===== src/rtl/segx_pkg.sv =====
package segx_pkg;

    localparam int ADDR_W     = 32;
    localparam int CFG_W      = 32;
    localparam int SEG_W      = 4;
    localparam int PAGE_SHIFT = 13;
    localparam int VPN_W      = ADDR_W - PAGE_SHIFT;
    localparam int NSEG       = 1 << SEG_W;

    // Global config bits that switch translation on.
    localparam logic [CFG_W-1:0] MMU_ON_MASK = 32'h0000_000C;

    typedef enum logic [1:0] {
        ACC_READ  = 2'd0,
        ACC_WRITE = 2'd1,
        ACC_EXEC  = 2'd2,
        ACC_RSVD  = 2'd3
    } acc_kind_e;

    typedef enum logic [1:0] {
        PATH_BYPASS  = 2'd0,
        PATH_SEGMENT = 2'd1,
        PATH_PAGE    = 2'd2
    } path_e;

    typedef enum logic [1:0] {
        ST_IDLE = 2'd0,
        ST_WAIT = 2'd1,
        ST_RESP = 2'd2
    } ctl_state_e;

    typedef struct packed {
        logic rd;
        logic wr;
        logic ex;
    } perm_t;

    localparam perm_t PERM_ALL = '{rd: 1'b1, wr: 1'b1, ex: 1'b1};

    function automatic logic mmu_enabled(input logic [CFG_W-1:0] gcfg);
        return |(gcfg & MMU_ON_MASK);
    endfunction

    function automatic logic goes_to_itlb(input acc_kind_e kind);
        return kind == ACC_EXEC;
    endfunction

endpackage


===== src/rtl/segx_decode.sv =====
module segx_decode
    import segx_pkg::*;
#(
    parameter int AW  = ADDR_W,
    parameter int SW  = SEG_W,
    parameter int CW  = CFG_W
) (
    input  logic [AW-1:0]        vaddr,
    input  logic [CFG_W-1:0]     gcfg,
    input  logic [(1<<SW)-1:0]   seg_map,
    input  logic [CW-1:0]        base_lo,
    input  logic [CW-1:0]        base_hi,
    output path_e                path,
    output logic [AW-1:0]        direct_paddr
);
    localparam int NS      = 1 << SW;
    localparam int PER_REG = CW / SW;
    localparam int OFFS_W  = AW - SW;

    logic [SW-1:0] seg_base [NS];
    logic [SW-1:0] seg;
    logic          on;

    // One base nibble per segment: low register first, then high.
    for (genvar s = 0; s < NS; s++) begin : g_seg
        if (s < PER_REG) begin : g_lo
            assign seg_base[s] = base_lo[(s % PER_REG)*SW +: SW];
        end else begin : g_hi
            assign seg_base[s] = base_hi[(s % PER_REG)*SW +: SW];
        end
    end

    assign seg = vaddr[AW-1 -: SW];
    assign on  = mmu_enabled(gcfg);

    always_comb begin
        if (!on) begin
            path         = PATH_BYPASS;
            direct_paddr = vaddr;
        end else begin
            path         = seg_map[seg] ? PATH_SEGMENT : PATH_PAGE;
            direct_paddr = {seg_base[seg], vaddr[OFFS_W-1:0]};
        end
    end

endmodule


===== src/rtl/segx_steer.sv =====
module segx_steer
    import segx_pkg::*;
(
    input  logic      active,
    input  acc_kind_e kind,
    output logic      itlb_req,
    output logic      dtlb_req
);
    assign itlb_req = active &&  goes_to_itlb(kind);
    assign dtlb_req = active && !goes_to_itlb(kind);
endmodule


===== src/rtl/segx_ctrl.sv =====
module segx_ctrl
    import segx_pkg::*;
#(
    parameter int AW = ADDR_W,
    parameter int PS = PAGE_SHIFT,
    localparam int VW = AW - PS
) (
    input  logic          clk,
    input  logic          rst,
    input  logic          req_valid,
    output logic          req_ready,
    input  acc_kind_e     req_kind,
    input  logic [VW-1:0] req_vpn,
    input  path_e         dec_path,
    input  logic [AW-1:0] dec_paddr,
    output logic          tlb_active,
    output acc_kind_e     tlb_kind,
    output logic [VW-1:0] tlb_vpn,
    input  logic          tlb_rsp_valid,
    input  logic          tlb_rsp_miss,
    input  logic [VW-1:0] tlb_rsp_pfn,
    input  perm_t         tlb_rsp_perm,
    output logic          rsp_valid,
    output path_e         rsp_path,
    output logic [AW-1:0] rsp_paddr,
    output perm_t         rsp_perm,
    output logic          rsp_miss
);
    ctl_state_e state;
    logic       accept;

    assign accept     = req_valid && (state == ST_IDLE);
    assign req_ready  = (state == ST_IDLE);
    assign tlb_active = (state == ST_WAIT);
    assign rsp_valid  = (state == ST_RESP);

    always_ff @(posedge clk) begin
        if (rst) begin
            state     <= ST_IDLE;
            tlb_kind  <= ACC_READ;
            tlb_vpn   <= '0;
            rsp_path  <= PATH_BYPASS;
            rsp_paddr <= '0;
            rsp_perm  <= '0;
            rsp_miss  <= 1'b0;
        end else begin
            case (state)
                ST_IDLE: if (accept) begin
                    if (dec_path == PATH_PAGE) begin
                        state    <= ST_WAIT;
                        tlb_kind <= req_kind;
                        tlb_vpn  <= req_vpn;
                    end else begin
                        state     <= ST_RESP;
                        rsp_path  <= dec_path;
                        rsp_paddr <= dec_paddr;
                        rsp_perm  <= PERM_ALL;
                        rsp_miss  <= 1'b0;
                    end
                end
                ST_WAIT: if (tlb_rsp_valid) begin
                    state     <= ST_RESP;
                    rsp_path  <= PATH_PAGE;
                    rsp_paddr <= {tlb_rsp_pfn, {PS{1'b0}}};
                    rsp_perm  <= tlb_rsp_perm;
                    rsp_miss  <= tlb_rsp_miss;
                end
                default: state <= ST_IDLE;
            endcase
        end
    end

    p_fast_resp_r5: assert property (@(posedge clk) disable iff (rst)
        (accept && dec_path != PATH_PAGE) |=> rsp_valid);

    p_rsp_pulse_r5: assert property (@(posedge clk) disable iff (rst)
        rsp_valid |=> !rsp_valid);

    p_fast_perm_r5: assert property (@(posedge clk) disable iff (rst)
        (rsp_valid && rsp_path != PATH_PAGE) |-> (rsp_perm == PERM_ALL && !rsp_miss));

    p_page_low_zero_r7: assert property (@(posedge clk) disable iff (rst)
        (rsp_valid && rsp_path == PATH_PAGE) |-> (rsp_paddr[PS-1:0] == '0));

    p_tlb_answer_r7: assert property (@(posedge clk) disable iff (rst)
        (tlb_active && tlb_rsp_valid) |=> (rsp_valid && rsp_path == PATH_PAGE));

    p_busy_not_ready_r8: assert property (@(posedge clk) disable iff (rst)
        (tlb_active || rsp_valid) |-> !req_ready);

endmodule


===== src/rtl/segx_top.sv =====
module segx_top
    import segx_pkg::*;
(
    input  logic        clk,
    input  logic        rst,
    input  logic        req_valid,
    output logic        req_ready,
    input  logic [31:0] req_vaddr,
    input  logic [1:0]  req_kind,
    input  logic [31:0] glob_cfg,
    input  logic [15:0] seg_map,
    input  logic [31:0] seg_base_lo,
    input  logic [31:0] seg_base_hi,
    output logic        itlb_req_valid,
    output logic        dtlb_req_valid,
    output logic [18:0] tlb_vpn,
    input  logic        tlb_rsp_valid,
    input  logic        tlb_rsp_miss,
    input  logic [18:0] tlb_rsp_pfn,
    input  logic [2:0]  tlb_rsp_perm,
    output logic        rsp_valid,
    output logic [1:0]  rsp_path,
    output logic [31:0] rsp_paddr,
    output logic [2:0]  rsp_perm,
    output logic        rsp_miss
);
    path_e           dec_path;
    logic [31:0]     dec_paddr;
    logic            tlb_active;
    acc_kind_e       tlb_kind;
    path_e           rsp_path_e;
    perm_t           rsp_perm_s;

    segx_decode #(.AW(ADDR_W), .SW(SEG_W), .CW(CFG_W)) u_decode (
        .vaddr        (req_vaddr),
        .gcfg         (glob_cfg),
        .seg_map      (seg_map),
        .base_lo      (seg_base_lo),
        .base_hi      (seg_base_hi),
        .path         (dec_path),
        .direct_paddr (dec_paddr)
    );

    segx_ctrl #(.AW(ADDR_W), .PS(PAGE_SHIFT)) u_ctrl (
        .clk           (clk),
        .rst           (rst),
        .req_valid     (req_valid),
        .req_ready     (req_ready),
        .req_kind      (acc_kind_e'(req_kind)),
        .req_vpn       (req_vaddr[ADDR_W-1:PAGE_SHIFT]),
        .dec_path      (dec_path),
        .dec_paddr     (dec_paddr),
        .tlb_active    (tlb_active),
        .tlb_kind      (tlb_kind),
        .tlb_vpn       (tlb_vpn),
        .tlb_rsp_valid (tlb_rsp_valid),
        .tlb_rsp_miss  (tlb_rsp_miss),
        .tlb_rsp_pfn   (tlb_rsp_pfn),
        .tlb_rsp_perm  (perm_t'(tlb_rsp_perm)),
        .rsp_valid     (rsp_valid),
        .rsp_path      (rsp_path_e),
        .rsp_paddr     (rsp_paddr),
        .rsp_perm      (rsp_perm_s),
        .rsp_miss      (rsp_miss)
    );

    segx_steer u_steer (
        .active   (tlb_active),
        .kind     (tlb_kind),
        .itlb_req (itlb_req_valid),
        .dtlb_req (dtlb_req_valid)
    );

    assign rsp_path = rsp_path_e;
    assign rsp_perm = rsp_perm_s;

    p_one_tlb_r6: assert property (@(posedge clk) disable iff (rst)
        !(itlb_req_valid && dtlb_req_valid));

    p_exec_to_itlb_r6: assert property (@(posedge clk) disable iff (rst)
        (req_valid && req_ready && dec_path == PATH_PAGE && req_kind == 2'd2)
        |=> (itlb_req_valid && !dtlb_req_valid));

    p_hold_lookup_r6: assert property (@(posedge clk) disable iff (rst)
        ((itlb_req_valid || dtlb_req_valid) && !tlb_rsp_valid)
        |=> ((itlb_req_valid || dtlb_req_valid) && $stable(tlb_vpn)));

endmodule


===== config.mk =====
export PLATFORM = sky130hd
export DESIGN_NAME = segx_top
export DESIGN_NICKNAME = d
export VERILOG_FILES = /design/src/rtl/segx_pkg.sv /design/src/rtl/segx_decode.sv /design/src/rtl/segx_steer.sv /design/src/rtl/segx_ctrl.sv /design/src/rtl/segx_top.sv
export SDC_FILE = /design/constraint.sdc
export NUM_CORES = 1
export LEC_CHECK = 0
export ABC_AREA = 1
export BUFFER_PORTS_ARGS = -buffer_cell sky130_fd_sc_hd__buf_2
export CAP_MARGIN = 40
export CORE_ASPECT_RATIO = 0.75
export CORE_MARGIN = 2
export CORE_UTILIZATION = 43
export CTS_CLUSTER_DIAMETER = 50
export CTS_CLUSTER_SIZE = 24
export DETAILED_ROUTE_END_ITERATION = 10
export GPL_TIMING_DRIVEN = 0
export PLACE_DENSITY = 0.94
export RECOVER_POWER = 25
export SYNTH_ARGS = -nofsm -noshare
export SYNTH_HDL_FRONTEND = slang
export SYNTH_SLANG_ARGS = --single-unit

===== constraint.sdc =====
create_clock -name clk -period 2 [get_ports clk]
set_input_delay 0.4 -clock clk [delete_from_list [all_inputs] [get_ports clk]]
set_output_delay 0.4 -clock clk [all_outputs]
set_load 0.01 [all_outputs]

==> summary.md <==
| Metric | Value |
|---|---|
| Placer Congestion | 0.9242 |
| Worst Path Arrival | 1.47 ns |
| Worst slew pin tran | 0.5990 ns |
| Horiz. Die Dim | 109.4 um |
| GRT overflow | 0 |
| Yosys warns | 0 |
| Worst r2r src | u_ctrl.state[1] |
| Die area | 9078 um^2 |
| Count leader, synth | nand2_1 |
| Main flop type after synthesis | dfxtp_1 |
| Synthesized flop and latch total | 61 |
| CTS tree | done |
| Minimum clock period | 1.867 ns |
| Area Growth Syn to Fin | 37.36% |
| Seq/Total Area, Yosys | 34.11% |
| Pins Over Slew Limit | 0 |
| WS Path Type | register to output port |
| Top post-synthesis cells by count | 194 x nand2_1, 113 x nor2_1, 78 x nand3_1, 61 x dfxtp_1, 45 x inv_1 |
| Leak Pwr | 0.002699 uW |
| I/O pin count | 234 |
| Total clock buffers created by CTS | 9 |
| Max_slew headroom | 60.07% |
| Remaining antenna violation count | 0 |
| Mapped Nets | 780 |
| Peak supply drop | 0.4654 mV |
| Post-DP HPWL | 9.691 mm |
| CP Capture Type | output port |
| Clock slew at reported path FFs | 0.07 ns |
| Reg2reg end | u_ctrl.tlb_kind[1] |
| Gr usage total | 27.10% |
| Non-Filler Instances | 928 |
| Pre-CTS setup slack | -0.1644 ns |
| Synthesized area | 3580 um^2 |
| Clk buf depth | 2 |
| Die Span Y | 83.02 um |
| DR vias | 4583 |
| Clk_skew | 0.006393 ns |
| Min-Delay Path Class | primary input to register |
| Path depth of the worst reg2reg path | 7 |
| First-pass GRT wire length | 19.64 mm |
| Layout cells sized above 1 | 27.13% |
| First-pass DRT Iterations | 5 |
| EDFF count, synth | 0 |
| Vias in the first global route | 4292 |
| Initial Util | 44.82% |
| Fin crit share | 93.37% |
| Number of clock sinks | 61 |
| Netlist cell types | 25 |
| Critical Path RT | 1.60 ns |
| Synth top area share | 34.11% |
| Syn Inst Count | 607 |
| Largest net degree at the start of global routing | 12 |
| Post-CTS setup buffer count | 0 |
| Async S/R FF share, synth | 0% |
| Crit path launch | u_ctrl.state[1] |
| Pwr per Cell Area | 761.2 nW/um^2 |
| Max_cap viols | 0 |
| Initial antenna violation count | 1 |
| Number of fill cells | 800 |
| Critical Path Start Type | register |
| DRC Markers | 0 |
| Clock latency at the later pin of the worst-skew pair | 0.33 ns |
| WL final | 12.30 mm |
| DP Cell Count | 912 |
| Vias/cell | 4.939 |
| Final-report setup violation count | 0 |
| R2R Setup Slk | 0.19 ns |
| Final nets | 991 |
| Top post-synthesis cells by area | dfxtp_1 34%, nand2_1 20%, nor2_1 12% |
| Fin util | 61.56% |
| Core area | 7988 um^2 |
| Setup crit end | dtlb_req_valid |
| Leading area contributor after synthesis | dfxtp_1 |
| Mean Syn Cell Area | 5.897 um^2 |
| FP Rows | 28 |
| Clock root cell | clkbuf_8 |
| Result of the run | finished clean |
| Unrepaired setup endpoints after global routing | false |
| H-tree Lvls | 3 |
| Fmax | 0.5355 GHz |
| Port Buffer Count | 200 |
| Crit path max fanout | 10 |
| Wirelength per Cell | 13.25 um |
| Final worst slack | 0.1326 ns |
| Hold Fails Final Rpt | 0 |
| Initial drt markers | 430 |
## repair_timing
item | CTS | global route
hold endpoints to repair | 0 | 0
hold buffers | 0 | 0
setup endpoints to repair | 2 | 6
resized for setup | 5 | 5
cloned | 0 | 0
## registers in the layout, indices dropped and copies added (netlist names)
name,count
u_ctrl.rsp_miss,1
u_ctrl.rsp_paddr,32
u_ctrl.rsp_path,2
u_ctrl.rsp_perm,3
u_ctrl.state,2
u_ctrl.tlb_kind,2
u_ctrl.tlb_vpn,19
## layout by cell type (no fill, tap or decap)
cell type / netlist / layout
clkbuf_1: 16 / 45
nand2_1: 194 / 193
o211ai_1: 1 / 1
clkbuf_2: 1 / 1
buf_6: 2 / 3
clkinv_1: 1 / 1
clkbuf_8: 0 / 10
nand4_4: 1 / 1
nand3_2: 2 / 2
inv_1: 45 / 44
clkinvlp_4: 0 / 2
buf_4: 4 / 4
clkinv_2: 0 / 1
diode_2: 0 / 1
o21ai_1: 2 / 2
buf_2: 14 / 183
dfxtp_2: 0 / 1
nand4_2: 1 / 1
dfxtp_1: 61 / 60
buf_1: 3 / 3
mux2i_1: 3 / 3
nor2_1: 113 / 112
inv_2: 2 / 3
nand3_1: 78 / 78
o31ai_1: 4 / 4
o21ai_0: 25 / 25
nand2_2: 1 / 1
nor2_2: 0 / 1
o21ai_2: 1 / 1
or2_2: 4 / 4
a21oi_1: 28 / 28
clkinv_4: 0 / 1
bufinv_16: 0 / 2
nand2_4: 0 / 1
## per-layer routing
| layer | global-route usage, % | share of wire (%) | wire length [um] |
|---|---|---|---|
| met1 | 37.00 | 45 | 5564 |
| met2 | 41.47 | 42 | 5185 |
| met3 | 7.535 | 11 | 1358 |
| met4 | 7.940 | 1.5 | 187 |
| met5 | 0 | 0 | 0 |
## cells by family after synthesis
logic type / Yosys count / share of synthesized area [%]
multiplexers: 3 / 0.8389
AO/OA/AOI/OAI: 61 / 8.983
AND/OR/NAND/NOR: 394 / 45.47
flip-flops: 61 / 34.11
buffers and inverters: 88 / 10.59
## power breakdown
part / switching [uW] / leakage, uW / total, uW / internal [uW]
Sequential: 77.0 / 0.000503 / 1440 / 1360
Combinational: 671 / 0.00209 / 1110 / 444
Clock: 493 / 0.000101 / 1190 / 694
## cell type report
| type | count | area, um^2 | area share, % |
|---|---|---|---|
| Antenna cell | 1 | 2.502 | 0.05089 |
| Buffer | 40 | 215.2 | 4.377 |
| Timing Repair Buffer | 200 | 963.4 | 19.59 |
| Clock buffer | 9 | 123.9 | 2.519 |
| Tap cell | 105 | 131.4 | 2.672 |
| Clock inverter | 6 | 88.84 | 1.807 |
| Multi-Input combinational cell | 458 | 1989 | 40.46 |
| Sequential cell | 61 | 1222 | 24.86 |
| Inverter | 48 | 180.2 | 3.664 |
## metrics by stage
stage | hold slack (ns) | total power (uW) | cell area (um^2) | setup TNS, ns
2_1_floorplan | 0.4550 | 2134 | 3580 | 0
3_3_place_gp | 0.4360 | 2559 | 4712 | -2.774
3_5_place_dp | 0.4404 | 2581 | 4712 | -2.134
4_1_cts | 0.2445 | 3775 | 4940 | 0
5_1_grt | 0.2388 | 3988 | 4917 | 0
6_report | 0.2525 | 3743 | 4917 | 0
## worst min-delay path by stage
| stage | cells after the start | end | startpoint | slack, ns |
|---|---|---|---|---|
| after floorplan | 2 | u_ctrl.tlb_kind[0] | u_ctrl.tlb_kind[0] | 0.46 |
| after global placement | 2 | u_ctrl.rsp_path[1] | u_ctrl.rsp_path[1] | 0.44 |
| after detailed placement | 2 | u_ctrl.rsp_perm[2] | u_ctrl.rsp_perm[2] | 0.44 |
| after CTS | 2 | u_ctrl.state[0] | rst | 0.24 |
| after global routing | 2 | u_ctrl.state[0] | rst | 0.24 |
| final | 2 | u_ctrl.state[0] | rst | 0.25 |
## critical path, cell delays in order (launching register included)
cell	delay, ns
dfxtp_1	0.33
inv_2	0.08
nand2_4	0.07
buf_6	0.16
clkbuf_8	0.17
a21oi_1	0.15
buf_2	0.17
Note: power is estimated with default switching activity, not from simulation.
